$ cat src/rtl/ow_triplet_pkg.sv
package ow_triplet_pkg;

    // Width of the step result: {direction, complement, identifier}
    localparam int unsigned RES_W = 3;

    // Bit positions inside the result word
    localparam int unsigned RES_ID  = 0;
    localparam int unsigned RES_CMP = 1;
    localparam int unsigned RES_DIR = 2;

    // Result reported when neither a 0 nor a 1 answer was seen
    localparam logic [RES_W-1:0] RES_RESTART = 3'b011;

    typedef enum logic [2:0] {
        ST_IDLE      = 3'd0,
        ST_READ_ID   = 3'd1,
        ST_READ_CMP  = 3'd2,
        ST_DECIDE    = 3'd3,
        ST_WRITE_DIR = 3'd4,
        ST_FINISH    = 3'd5
    } trip_state_e;

endpackage

$ cat src/rtl/ow_triplet_capture.sv
// Holds the two read-slot answers of the current step.
module ow_triplet_capture (
    input  logic clk,
    input  logic rst_n,
    input  logic clear_i,
    input  logic take_id_i,
    input  logic take_cmp_i,
    input  logic level_i,
    output logic id_bit_o,
    output logic cmp_bit_o
);

    always_ff @(posedge clk) begin
        if (!rst_n || clear_i) begin
            id_bit_o  <= 1'b0;
            cmp_bit_o <= 1'b0;
        end else begin
            if (take_id_i)
                id_bit_o <= level_i;
            if (take_cmp_i)
                cmp_bit_o <= level_i;
        end
    end

endmodule

$ cat src/rtl/ow_triplet_decide.sv
// Branch decision for one search step; purely combinational.
module ow_triplet_decide
    import ow_triplet_pkg::*;
(
    input  logic             id_bit_i,
    input  logic             cmp_bit_i,
    input  logic             pref_i,
    output logic             restart_o,
    output logic             dir_o,
    output logic [RES_W-1:0] result_o
);

    always_comb begin
        restart_o = id_bit_i & cmp_bit_i;
        if (id_bit_i ^ cmp_bit_i)
            dir_o = id_bit_i;          // only one polarity answered
        else if (restart_o)
            dir_o = 1'b0;              // nobody answered
        else
            dir_o = pref_i;            // both polarities present
        result_o          = '0;
        result_o[RES_ID]  = id_bit_i;
        result_o[RES_CMP] = cmp_bit_i;
        result_o[RES_DIR] = dir_o;
        if (restart_o)
            result_o = RES_RESTART;
    end

endmodule

$ cat src/rtl/ow_search_triplet.sv
module ow_search_triplet
    import ow_triplet_pkg::*;
(
    input  logic             clk,
    input  logic             rst_n,
    input  logic             start_i,
    input  logic             pref_dir_i,
    output logic             busy_o,
    output logic             done_o,
    output logic [RES_W-1:0] result_o,
    output logic             slot_req_o,
    output logic             slot_wbit_o,
    input  logic             slot_ack_i,
    input  logic             slot_rbit_i
);

    trip_state_e state_q, state_d;

    logic             pref_q;
    logic             dir_q;
    logic [RES_W-1:0] result_q;
    logic             id_bit, cmp_bit;
    logic             dec_restart, dec_dir;
    logic [RES_W-1:0] dec_result;
    logic             accept_start;
    logic             take_id, take_cmp;

    assign accept_start = (state_q == ST_IDLE) && start_i;
    assign take_id      = (state_q == ST_READ_ID)  && slot_ack_i;
    assign take_cmp     = (state_q == ST_READ_CMP) && slot_ack_i;

    ow_triplet_capture u_capture (
        .clk        (clk),
        .rst_n      (rst_n),
        .clear_i    (accept_start),
        .take_id_i  (take_id),
        .take_cmp_i (take_cmp),
        .level_i    (slot_rbit_i),
        .id_bit_o   (id_bit),
        .cmp_bit_o  (cmp_bit)
    );

    ow_triplet_decide u_decide (
        .id_bit_i  (id_bit),
        .cmp_bit_i (cmp_bit),
        .pref_i    (pref_q),
        .restart_o (dec_restart),
        .dir_o     (dec_dir),
        .result_o  (dec_result)
    );

    // Next-state logic
    always_comb begin
        state_d = state_q;
        unique case (state_q)
            ST_IDLE:      if (start_i)    state_d = ST_READ_ID;
            ST_READ_ID:   if (slot_ack_i) state_d = ST_READ_CMP;
            ST_READ_CMP:  if (slot_ack_i) state_d = ST_DECIDE;
            ST_DECIDE:    state_d = dec_restart ? ST_FINISH : ST_WRITE_DIR;
            ST_WRITE_DIR: if (slot_ack_i) state_d = ST_FINISH;
            ST_FINISH:    state_d = ST_IDLE;
            default:      state_d = ST_IDLE;
        endcase
    end

    // State and data registers
    always_ff @(posedge clk) begin
        if (!rst_n) begin
            state_q  <= ST_IDLE;
            pref_q   <= 1'b0;
            dir_q    <= 1'b0;
            result_q <= '0;
        end else begin
            state_q <= state_d;
            if (accept_start)
                pref_q <= pref_dir_i;
            if (state_q == ST_DECIDE) begin
                dir_q    <= dec_dir;
                result_q <= dec_result;
            end
        end
    end

    // Outputs decoded from the state
    always_comb begin
        busy_o      = 1'b1;
        done_o      = 1'b0;
        slot_req_o  = 1'b0;
        slot_wbit_o = 1'b1;
        unique case (state_q)
            ST_IDLE:      busy_o = 1'b0;
            ST_READ_ID:   slot_req_o = 1'b1;
            ST_READ_CMP:  slot_req_o = 1'b1;
            ST_DECIDE:    slot_req_o = 1'b0;
            ST_WRITE_DIR: begin
                slot_req_o  = 1'b1;
                slot_wbit_o = dir_q;
            end
            ST_FINISH:    done_o = 1'b1;
            default:      busy_o = 1'b0;
        endcase
    end

    assign result_o = result_q;

endmodule

$ cat config.mk
export PLATFORM = sky130hd
export DESIGN_NAME = ow_search_triplet
export DESIGN_NICKNAME = d
export VERILOG_FILES = /design/src/rtl/ow_triplet_pkg.sv /design/src/rtl/ow_triplet_capture.sv /design/src/rtl/ow_triplet_decide.sv /design/src/rtl/ow_search_triplet.sv
export SDC_FILE = /design/constraint.sdc
export NUM_CORES = 1
export LEC_CHECK = 0
export BUFFER_PORTS_ARGS = -buffer_cell sky130_fd_sc_hd__buf_2
export CORE_AREA = 2 2 39 41
export DETAILED_ROUTE_END_ITERATION = 12
export DIE_AREA = 0 0 41 43
export PLACE_DENSITY = 0.76
export SKIP_LAST_GASP = 1
export SLEW_MARGIN = 25
export SYNTH_ARGS = -nofsm -noshare
export SYNTH_HDL_FRONTEND = slang
export SYNTH_HIERARCHICAL = 1
export SYNTH_SLANG_ARGS = --single-unit
export TNS_END_PERCENT = 100
$ cat constraint.sdc
create_clock -name clk -period 3 [get_ports clk]
set_input_delay 0.6 -clock clk [delete_from_list [all_inputs] [get_ports clk]]
set_output_delay 0.6 -clock clk [all_outputs]
set_load 0.01 [all_outputs]
==> results of run 1 <==
## cell families after synthesis
family / after synthesis
muxes: 8
DFF: 10
xor gates and xnor gates: 1
and+or+nand+nor: 24
AOI/OAI and AO/OA: 9
buffers and inverters: 5
adders and majority gates: 1
## final cells by class
| class | count | area (sq um) |
|---|---|---|
| timing repair buffer | 12 | 60.1 |
| multi-input combinational | 43 | 344 |
| sequential | 10 | 200 |
| tap | 16 | 20.0 |
| fill | 136 | 729 |
| inverter | 2 | 7.51 |
| clock buffer | 3 | 22.5 |
## worst reg2reg max path, cell delays in order, from the launching register on
cell                      delay, ns
sky130_fd_sc_hd__dfxtp_1       0.54
sky130_fd_sc_hd__inv_1         0.16
sky130_fd_sc_hd__nor4b_1       0.36
sky130_fd_sc_hd__mux2i_1       0.23
sky130_fd_sc_hd__nor2_1        0.05
## cells in the mapped netlist, types with 2 or more instances
| cell | number |
|---|---|
| sky130_fd_sc_hd__dfxtp_1 | 10 |
| sky130_fd_sc_hd__mux2i_1 | 8 |
| sky130_fd_sc_hd__nor2_1 | 7 |
| sky130_fd_sc_hd__nand2b_4 | 3 |
| sky130_fd_sc_hd__or2_1 | 3 |
| sky130_fd_sc_hd__a21oi_1 | 2 |
| sky130_fd_sc_hd__buf_6 | 2 |
| sky130_fd_sc_hd__inv_1 | 2 |
| sky130_fd_sc_hd__nand3b_1 | 2 |
| sky130_fd_sc_hd__nor3b_1 | 2 |
| sky130_fd_sc_hd__o21ai_0 | 2 |
## placed cells by master (no fill, tap or decap), drive strengths merged
master	instances
a211o	1
a211oi	1
a21oi	3
and2b	1
and3	1
buf	12
clkbuf	3
dfxtp	10
ha	1
inv	2
mux2i	8
nand2	1
nand2b	3
nand3b	3
nor2	7
nor3	1
nor3b	2
nor4b	2
o21ai	3
o22ai	1
or2	3
xnor2	1
## routing by layer
metal  GRT usage [%]  vias up  share of wire (%)
met5               0        -                  0
li1                -      230                  -
met1            16.4      181                 50
met3            3.14        0                3.7
met4            10.0        0                  0
met2            17.5        7                 46
## state kept, by name (all words and copies together) (netlist names)
name / cells
state_q: 3
u_capture/cmp_bit_o: 1
result_o: 3
u_capture/id_bit_o: 1
dir_q: 1
pref_q: 1
## power groups by stage
| stage | Sequential [W] | Clock (W) | Combinational, W |
|---|---|---|---|
| 2_1_floorplan | 0.000146 | 0 | 0.0000591 |
| 3_3_place_gp | 0.000154 | 0 | 0.0000599 |
| 3_5_place_dp | 0.000155 | 0 | 0.0000609 |
| 4_1_cts | 0.000152 | 0.0000913 | 0.0000611 |
| 5_1_grt | 0.000153 | 0.000100 | 0.0000674 |
| 6_report | 0.000152 | 0.0000863 | 0.0000606 |
## worst min-delay path by stage
stage	endpoint	slack, ns	cells past startpoint
finish	dir_q$_SDFFE_PN0N_	0.49	2
global route	dir_q$_SDFFE_PN0N_	0.52	2
CTS	dir_q$_SDFFE_PN0N_	0.49	2
detailed placement	dir_q$_SDFFE_PN0N_	0.48	2
global placement	result_o[0]$_SDFFE_PN0N_	0.48	2
floorplan	dir_q$_SDFFE_PN0N_	0.46	2
## through the flow
step / hold slack, ns / util, % / setup WS [ns]
global placement: 0.476 / 45.7 / 1.32
CTS: 0.490 / 47.3 / 1.01
floorplan: 0.455 / - / 1.48
global route: 0.524 / 47.3 / 0.900
detailed placement: 0.476 / 45.7 / 1.31
finish: 0.487 / 47.3 / 1.02
==> metrics.log, run 1 <==
[metrics] status: finished, final reports clean
[metrics] beginning of the critical path: state_q[2]$_SDFFE_PN0P_
[metrics] share of total power in the clock network: between 20 and 30%
[metrics] category of the critical setup timing path: reg -> out
[metrics] Horiz. Die Dim: about 40 um
[metrics] Resized Gates After CTS: 0
[metrics] first-pass GRT wire length: 1.50 mm
[metrics] headroom to the max-slew limit: 71.0%
[metrics] post-route cell area: 654 sq um
[metrics] total number of yosys warnings: 6
[metrics] post-cts hold buffer count: 0
[metrics] unrepaired setup endpoints after global routing: no
[metrics] number of clock sinks: 10
[metrics] cell type with the largest total area after synthesis: sky130_fd_sc_hd__dfxtp_1
[metrics] n_diodes: 0
[metrics] actual slew at the worst max-slew pin: 0.434 ns
[metrics] Max VDD drop: 0.235 mV
[metrics] maximum achievable frequency: around 500 MHz
[metrics] Root Buffer Master: sky130_fd_sc_hd__clkbuf_4
[metrics] setup repair bufs after CTS: 0
[metrics] final RePlAce weighted congestion: around 0.66
[metrics] dominant combinational cell family by area after synthesis: simple AND/OR/NAND/NOR gates
[metrics] Largest delay share family, worst path: flip-flops
[metrics] adder-cell share of the synthesized area: about 2.2%
[metrics] CTS Buf Count: 3
[metrics] Worst Setup End Kind: primary output
[metrics] worst min path class: reg -> reg
[metrics] number of standard cells in the layout, taps in and fillers out: 86
[metrics] part of the Yosys area used for sequential elements: approximately 35%
[metrics] Post-Synthesis Mean Instance Area: approximately 10 sq um
[metrics] post-placement cell count: 83
[metrics] depth of the CTS H-tree: 1
[metrics] sw frac: 26.7%
[metrics] CTS tree: built
[metrics] internal power consumption: 0.000219 W
[metrics] Tot Pwr: about 0.00030 W
[metrics] r2r endpoint: u_capture/cmp_bit_o$_SDFFE_PP0P_
[metrics] accumulated negative setup slack: 0 ns
[metrics] number of max-cap violations: 0
[metrics] share of synthesized cell area in and, or, nand and nor gates: 31.5%
[metrics] Data arrival, critical path: roughly 1.4 ns
[metrics] number of top-level design ports: 13
[metrics] via count of the first global-routing pass: between 300 and 400
[metrics] final-stage net count: 79
[metrics] Max stage delay cell, worst path: sky130_fd_sc_hd__dfxtp_1
[metrics] number of buffers and inverters on the critical path: 1
[metrics] average wire per cell in the routed design: ~11 um
[metrics] pin count of the biggest net entering global routing: 14
[metrics] multiplexer area fraction after synthesis: around 14%
[metrics] required time at the endpoint of the critical path: approximately 2.4 ns
[metrics] post-route antenna net violation count: 0
[metrics] Final Skew: about 0.0056 ns
[metrics] Std-Cell Core Area: around 1400 sq um
[metrics] antenna violations before repair: 0
[metrics] Worst setup endpoint: slot_wbit_o
[metrics] GRT Residual Overflow: 0
[metrics] Final setup violation count: 0
[metrics] most used flip-flop cell after synthesis: sky130_fd_sc_hd__dfxtp_1
[metrics] Routed WL: 940 um
[metrics] number of synthesized flops with an enable pin: 0
[metrics] delay of the slowest cell on the worst path: a little under 0.6 ns
[metrics] Synth Area in Compound Gates: 10.4%
[metrics] PwrDens: about 460 nW/um^2
[metrics] sequential group share of total power: between 50% and 60%
[metrics] xor/xnor cell area share of the yosys netlist: about 1.5%
[metrics] Bufs on Longest Clock Path: 2
[metrics] Post-DP HPWL: just over 700 um
[metrics] clock latency on the worst-skew pair: 0.26 ns
[metrics] share of total power in combinational logic: approximately a fifth
[metrics] area added between synthesis and finish: 13.0%
[metrics] total net switching power: about 0.00008 W
[metrics] drt initial violations: 9
[metrics] detailed-routing iteration count for the pre-antenna-repair pass: 4
[metrics] total DRC errors in the routed layout: 0
[metrics] detailed-route via count: about 420
[metrics] total of buffers placed on input and output ports: 12
[metrics] Synth Instances: 58
[metrics] final hold violation count: 0
[metrics] syn_nets: 65
[metrics] Crit Reg-Reg Startpoint: state_q[1]$_SDFFE_PN0P_
[metrics] Starting Density: between 40% and 50%
[metrics] number of distinct library cells after synthesis: 26
[metrics] Total Die Area: approximately 1800 sq um
[metrics] cell types with the largest area share after synthesis: sky130_fd_sc_hd__dfxtp_1 (35%), sky130_fd_sc_hd__mux2i_1 (14%), sky130_fd_sc_hd__nand2b_4 (7.1%)
[metrics] Core Rows: 14
[metrics] Vias per Instance: a little under 5
[metrics] clock transition at the registers of the reported paths: 0.06 ns
[metrics] standard cell area after detailed placement: around 630 sq um
[metrics] Pins Over Slew Limit: 0
[metrics] area of the mapped netlist: 579 sq um
[metrics] Worst Reg2Reg Path Length in Cells: 4
[metrics] layout cell share with drive strength beyond 1: approximately a third
[metrics] largest fanout on the critical path: 13
[metrics] ordered cell list for the critical path: nand3b_1 > or2_1 > buf_2
[metrics] hold path startpoint: dir_q$_SDFFE_PN0N_
[metrics] global routing usage summed across all routing layers: around an eighth
[metrics] path length in cells of the critical path: 3
[metrics] flop and latch count out of synthesis: 10
[metrics] async set or reset register ratio after synthesis: 0%
[metrics] Chip Height: about 43 um
[metrics] leakage power: approximately 0.31 nW
[metrics] top cell type's share of synthesized area: between 30% and 40%
[metrics] CP startpoint kind: register
[metrics] minimum clock period: roughly 2.0 ns
[metrics] register-to-register setup slack: about 1.6 ns
[metrics] fin crit share: 66.1%
Note: power is estimated with default switching activity, not from simulation.
==> inputs of run 2 (changes only) <==
ABC_AREA = 1   (was unset)
PLACE_DENSITY = 0.74   (was 0.76)
clock period = 1.9 ns   (was 3 ns; I/O delays follow)
==> metrics.log, run 2 <==
[metrics] status: finished, final reports clean
[metrics] Bufs on Longest Clock Path: 2 (unchanged)
[metrics] Max stage delay cell, worst path: sky130_fd_sc_hd__dfxtp_1
[metrics] GRT Residual Overflow: 0 (unchanged)
[metrics] flop and latch count out of synthesis: 10 (unchanged)
[metrics] Seq. cell area: 200 sq um (unchanged)
[metrics] Chip Height: 43 um (unchanged)
[metrics] cell type with the largest total area after synthesis: sky130_fd_sc_hd__dfxtp_1
[metrics] Pins Over Slew Limit: 0 (unchanged)
[metrics] area added between synthesis and finish: 19.0%
[metrics] total DRC errors in the routed layout: 0 (unchanged)
[metrics] Data arrival, critical path: 1.39 ns (about the same)
[metrics] detailed-routing iteration count for the pre-antenna-repair pass: 4 (unchanged)
[metrics] pin count of the biggest net entering global routing: 9 (-5)
[metrics] fin crit share: between 90% and 100%
[metrics] share of the core filled with cells: 47.5% (+0.18 points)
[metrics] antenna violations before repair: 0 (unchanged)
[metrics] delay of the slowest cell on the worst path: 0.35 ns (-0.23 ns)
[metrics] Resized Gates After CTS: 0 (unchanged)
[metrics] post-route cell area: 657 sq um (+0.38%)
[metrics] number of top-level design ports: 13 (unchanged)
[metrics] area occupied by multi-input gates: 294 sq um (-15%)
[metrics] Starting Density: 39.9% (-2.0 points)
[metrics] accumulated negative setup slack: 0 ns (unchanged)
[metrics] total of buffers placed on input and output ports: 12 (unchanged)
[metrics] number of filler instances in the final layout: 145 (+6.6%)
[metrics] part of the Yosys area used for sequential elements: 36.3% (+1.7 points)
[metrics] Horiz. Die Dim: 41 um (unchanged)
[metrics] actual slew at the worst max-slew pin: 0.180 ns (-0.254 ns)
[metrics] setup repair bufs after CTS: 0 (unchanged)
[metrics] detailed-route via count: 569 (+36%)
[metrics] number of clock sinks: 10 (unchanged)
[metrics] Root Buffer Master: sky130_fd_sc_hd__clkbuf_4
[metrics] PwrDens: 1280 nW/um^2 (+180%)
[metrics] drt initial violations: 10 (+1)
[metrics] average wire per cell in the routed design: 9.02 um (-18%)
[metrics] top cell type's share of synthesized area: 36.3% (+1.7 points)
[metrics] syn_nets: 97 (+49%)
[metrics] layout cell share with drive strength beyond 1: 20.0% (-11 points)
[metrics] Final Skew: 0.00567 ns (+0.0000801 ns)
[metrics] async set or reset register ratio after synthesis: 0% (unchanged)
[metrics] worst min path class: in -> reg
[metrics] Vias per Instance: 4.70 (-3.3%)
[metrics] Final setup violation count: 0 (unchanged)
[metrics] Worst Setup End Kind: primary output
[metrics] Routed WL: 1.09 mm (+16%)
[metrics] critical path's most frequent cell: sky130_fd_sc_hd__inv_1
[metrics] cell types with the largest area share after synthesis: sky130_fd_sc_hd__dfxtp_1 (36%), sky130_fd_sc_hd__nand2_1 (16%), sky130_fd_sc_hd__nor2_1 (13%)
[metrics] required time at the endpoint of the critical path: 1.52 ns (-0.88 ns)
[metrics] Post-Synthesis Mean Instance Area: 6.13 sq um (-39%)
[metrics] n_diodes: 0 (unchanged)
[metrics] CTS tree: built
[metrics] commonest cells after routing, fill and taps aside: sky130_fd_sc_hd__nand2_1 (23), sky130_fd_sc_hd__nor2_1 (18), sky130_fd_sc_hd__inv_1 (14), sky130_fd_sc_hd__buf_2 (12), sky130_fd_sc_hd__dfxtp_1 (10)
[metrics] unrepaired setup endpoints after global routing: no
[metrics] most frequent standard cell in the layout excluding fill and tap cells: sky130_fd_sc_hd__nand2_1
[metrics] clock transition at the registers of the reported paths: 0.06 ns (about the same)
[metrics] dominant cell by count in the synthesized netlist: sky130_fd_sc_hd__nand2_1
[metrics] Total Die Area: 1760 sq um (unchanged)
[metrics] register-to-register setup slack: 0.73 ns (-0.82 ns)
[metrics] CTS Buf Count: 3 (unchanged)
[metrics] Max VDD drop: 0.510 mV (+120%)
[metrics] CP startpoint kind: register
[metrics] largest fanout on the critical path: 5 (-8)
[metrics] post-cts hold buffer count: 0 (unchanged)
[metrics] maximum achievable frequency: between 500 and 600 MHz
[metrics] global routing usage summed across all routing layers: 15.1% (+2.3 points)
[metrics] Synth Instances: 90 (+55%)
[metrics] via count of the first global-routing pass: 451 (+17%)
[metrics] depth of the CTS H-tree: 1 (unchanged)
[metrics] post-route antenna net violation count: 0 (unchanged)
[metrics] leakage power: 0.342 nW (+11%)
[metrics] Largest delay share family, worst path: simple AND/OR/NAND/NOR gates
[metrics] number of max-cap violations: 0 (unchanged)
[metrics] number of buffers and inverters on the critical path: 3 (+2)
[metrics] minimum clock period: between 1.5 and 2 ns
[metrics] Post-DP HPWL: 872 um (+21%)
[metrics] ordered cell list for the critical path: nor2_2 > inv_1 > nor2_1 > inv_1 > or2_1 > buf_2
[metrics] first-pass GRT wire length: 1.72 mm (+14%)
[metrics] Tot Pwr: 0.000840 W (+180%)
[metrics] final hold violation count: 0 (unchanged)
[metrics] category of the critical setup timing path: reg -> out
[metrics] standard cell area after detailed placement: 632 sq um (unchanged)
[metrics] area of the mapped netlist: 552 sq um (-4.8%)
[metrics] number of distinct library cells after synthesis: 13 (-50%)
[metrics] most used flip-flop cell after synthesis: sky130_fd_sc_hd__dfxtp_1
[metrics] Std-Cell Core Area: 1380 sq um (unchanged)
[metrics] total number of yosys warnings: 6 (unchanged)
[metrics] final-stage net count: 114 (+44%)
[metrics] final RePlAce weighted congestion: 0.844 (+28%)
[metrics] clock latency on the worst-skew pair: 0.27 ns (about the same)
[metrics] number of synthesized flops with an enable pin: 0 (unchanged)
[metrics] headroom to the max-slew limit: 87.9% (+17 points)
[metrics] top post-synthesis cells by count: sky130_fd_sc_hd__nand2_1 (23), sky130_fd_sc_hd__nor2_1 (19), sky130_fd_sc_hd__inv_1 (14)
[metrics] Core Rows: 14 (unchanged)
-- run 2: power breakdown --
group	switching (W)	internal (W)
combinational	0.000246	0.000149
clock	0.0000714	0.0000732
sequential	0.0000407	0.000259
total	0.000358	0.000481
-- run 2: through the flow --
step                cells  hold slack [ns]  worst slack (ns)
global placement      118            0.458             0.432
global route          121            0.371            0.0391
floorplan              90            0.447             0.575
finish                121            0.357             0.128
detailed placement    118            0.470             0.362
CTS                   121            0.351            0.0616
-- run 2: cell families after synthesis --
logic type / synth area share [%]
and+or+nand+nor: 41.5
buffers and inverters: 10.9
AOI/OAI and AO/OA: 9.07
DFF: 36.3
adders and majority gates: 2.27
-- run 2: worst paths after layout --
check | from | end | cells after the start
setup / recovery | state_q[0]$_SDFFE_PN0P_ | slot_wbit_o | 6
hold / removal | pref_dir_i | pref_q$_SDFFE_PN0P_ | 3
hold reg to reg | result_o[2]$_SDFFE_PN0N_ | result_o[2]$_SDFFE_PN0N_ | 2
setup reg to reg | state_q[0]$_SDFFE_PN0P_ | u_capture/id_bit_o$_SDFFE_PP0P_ | 6
-- run 2: worst reg2reg max path, delay by kind of cell (launching register included) --
kind | cells | cell delay (ns)
compound gates | 1 | 0.13
buf+inv | 1 | 0.10
flops | 1 | 0.41
simple gates | 4 | 0.46
-- run 2: area by class of cell --
type / count / area share [%]
Multi-Input combinational cell: 64 / 44.8
Sequential cell: 10 / 30.5
Timing Repair Buffer: 12 / 9.14
Inverter: 16 / 9.14
Clock buffer: 3 / 3.43
Tap cell: 16 / 3.05
-- run 2: per-layer routing --
layer	part of all wire [%]	vias up	GRT usage, %
li1	-	306	-
met4	2.7	0	10.0
met1	40	244	16.3
met3	4.9	4	6.28
met5	0	-	0
met2	52	15	22.8
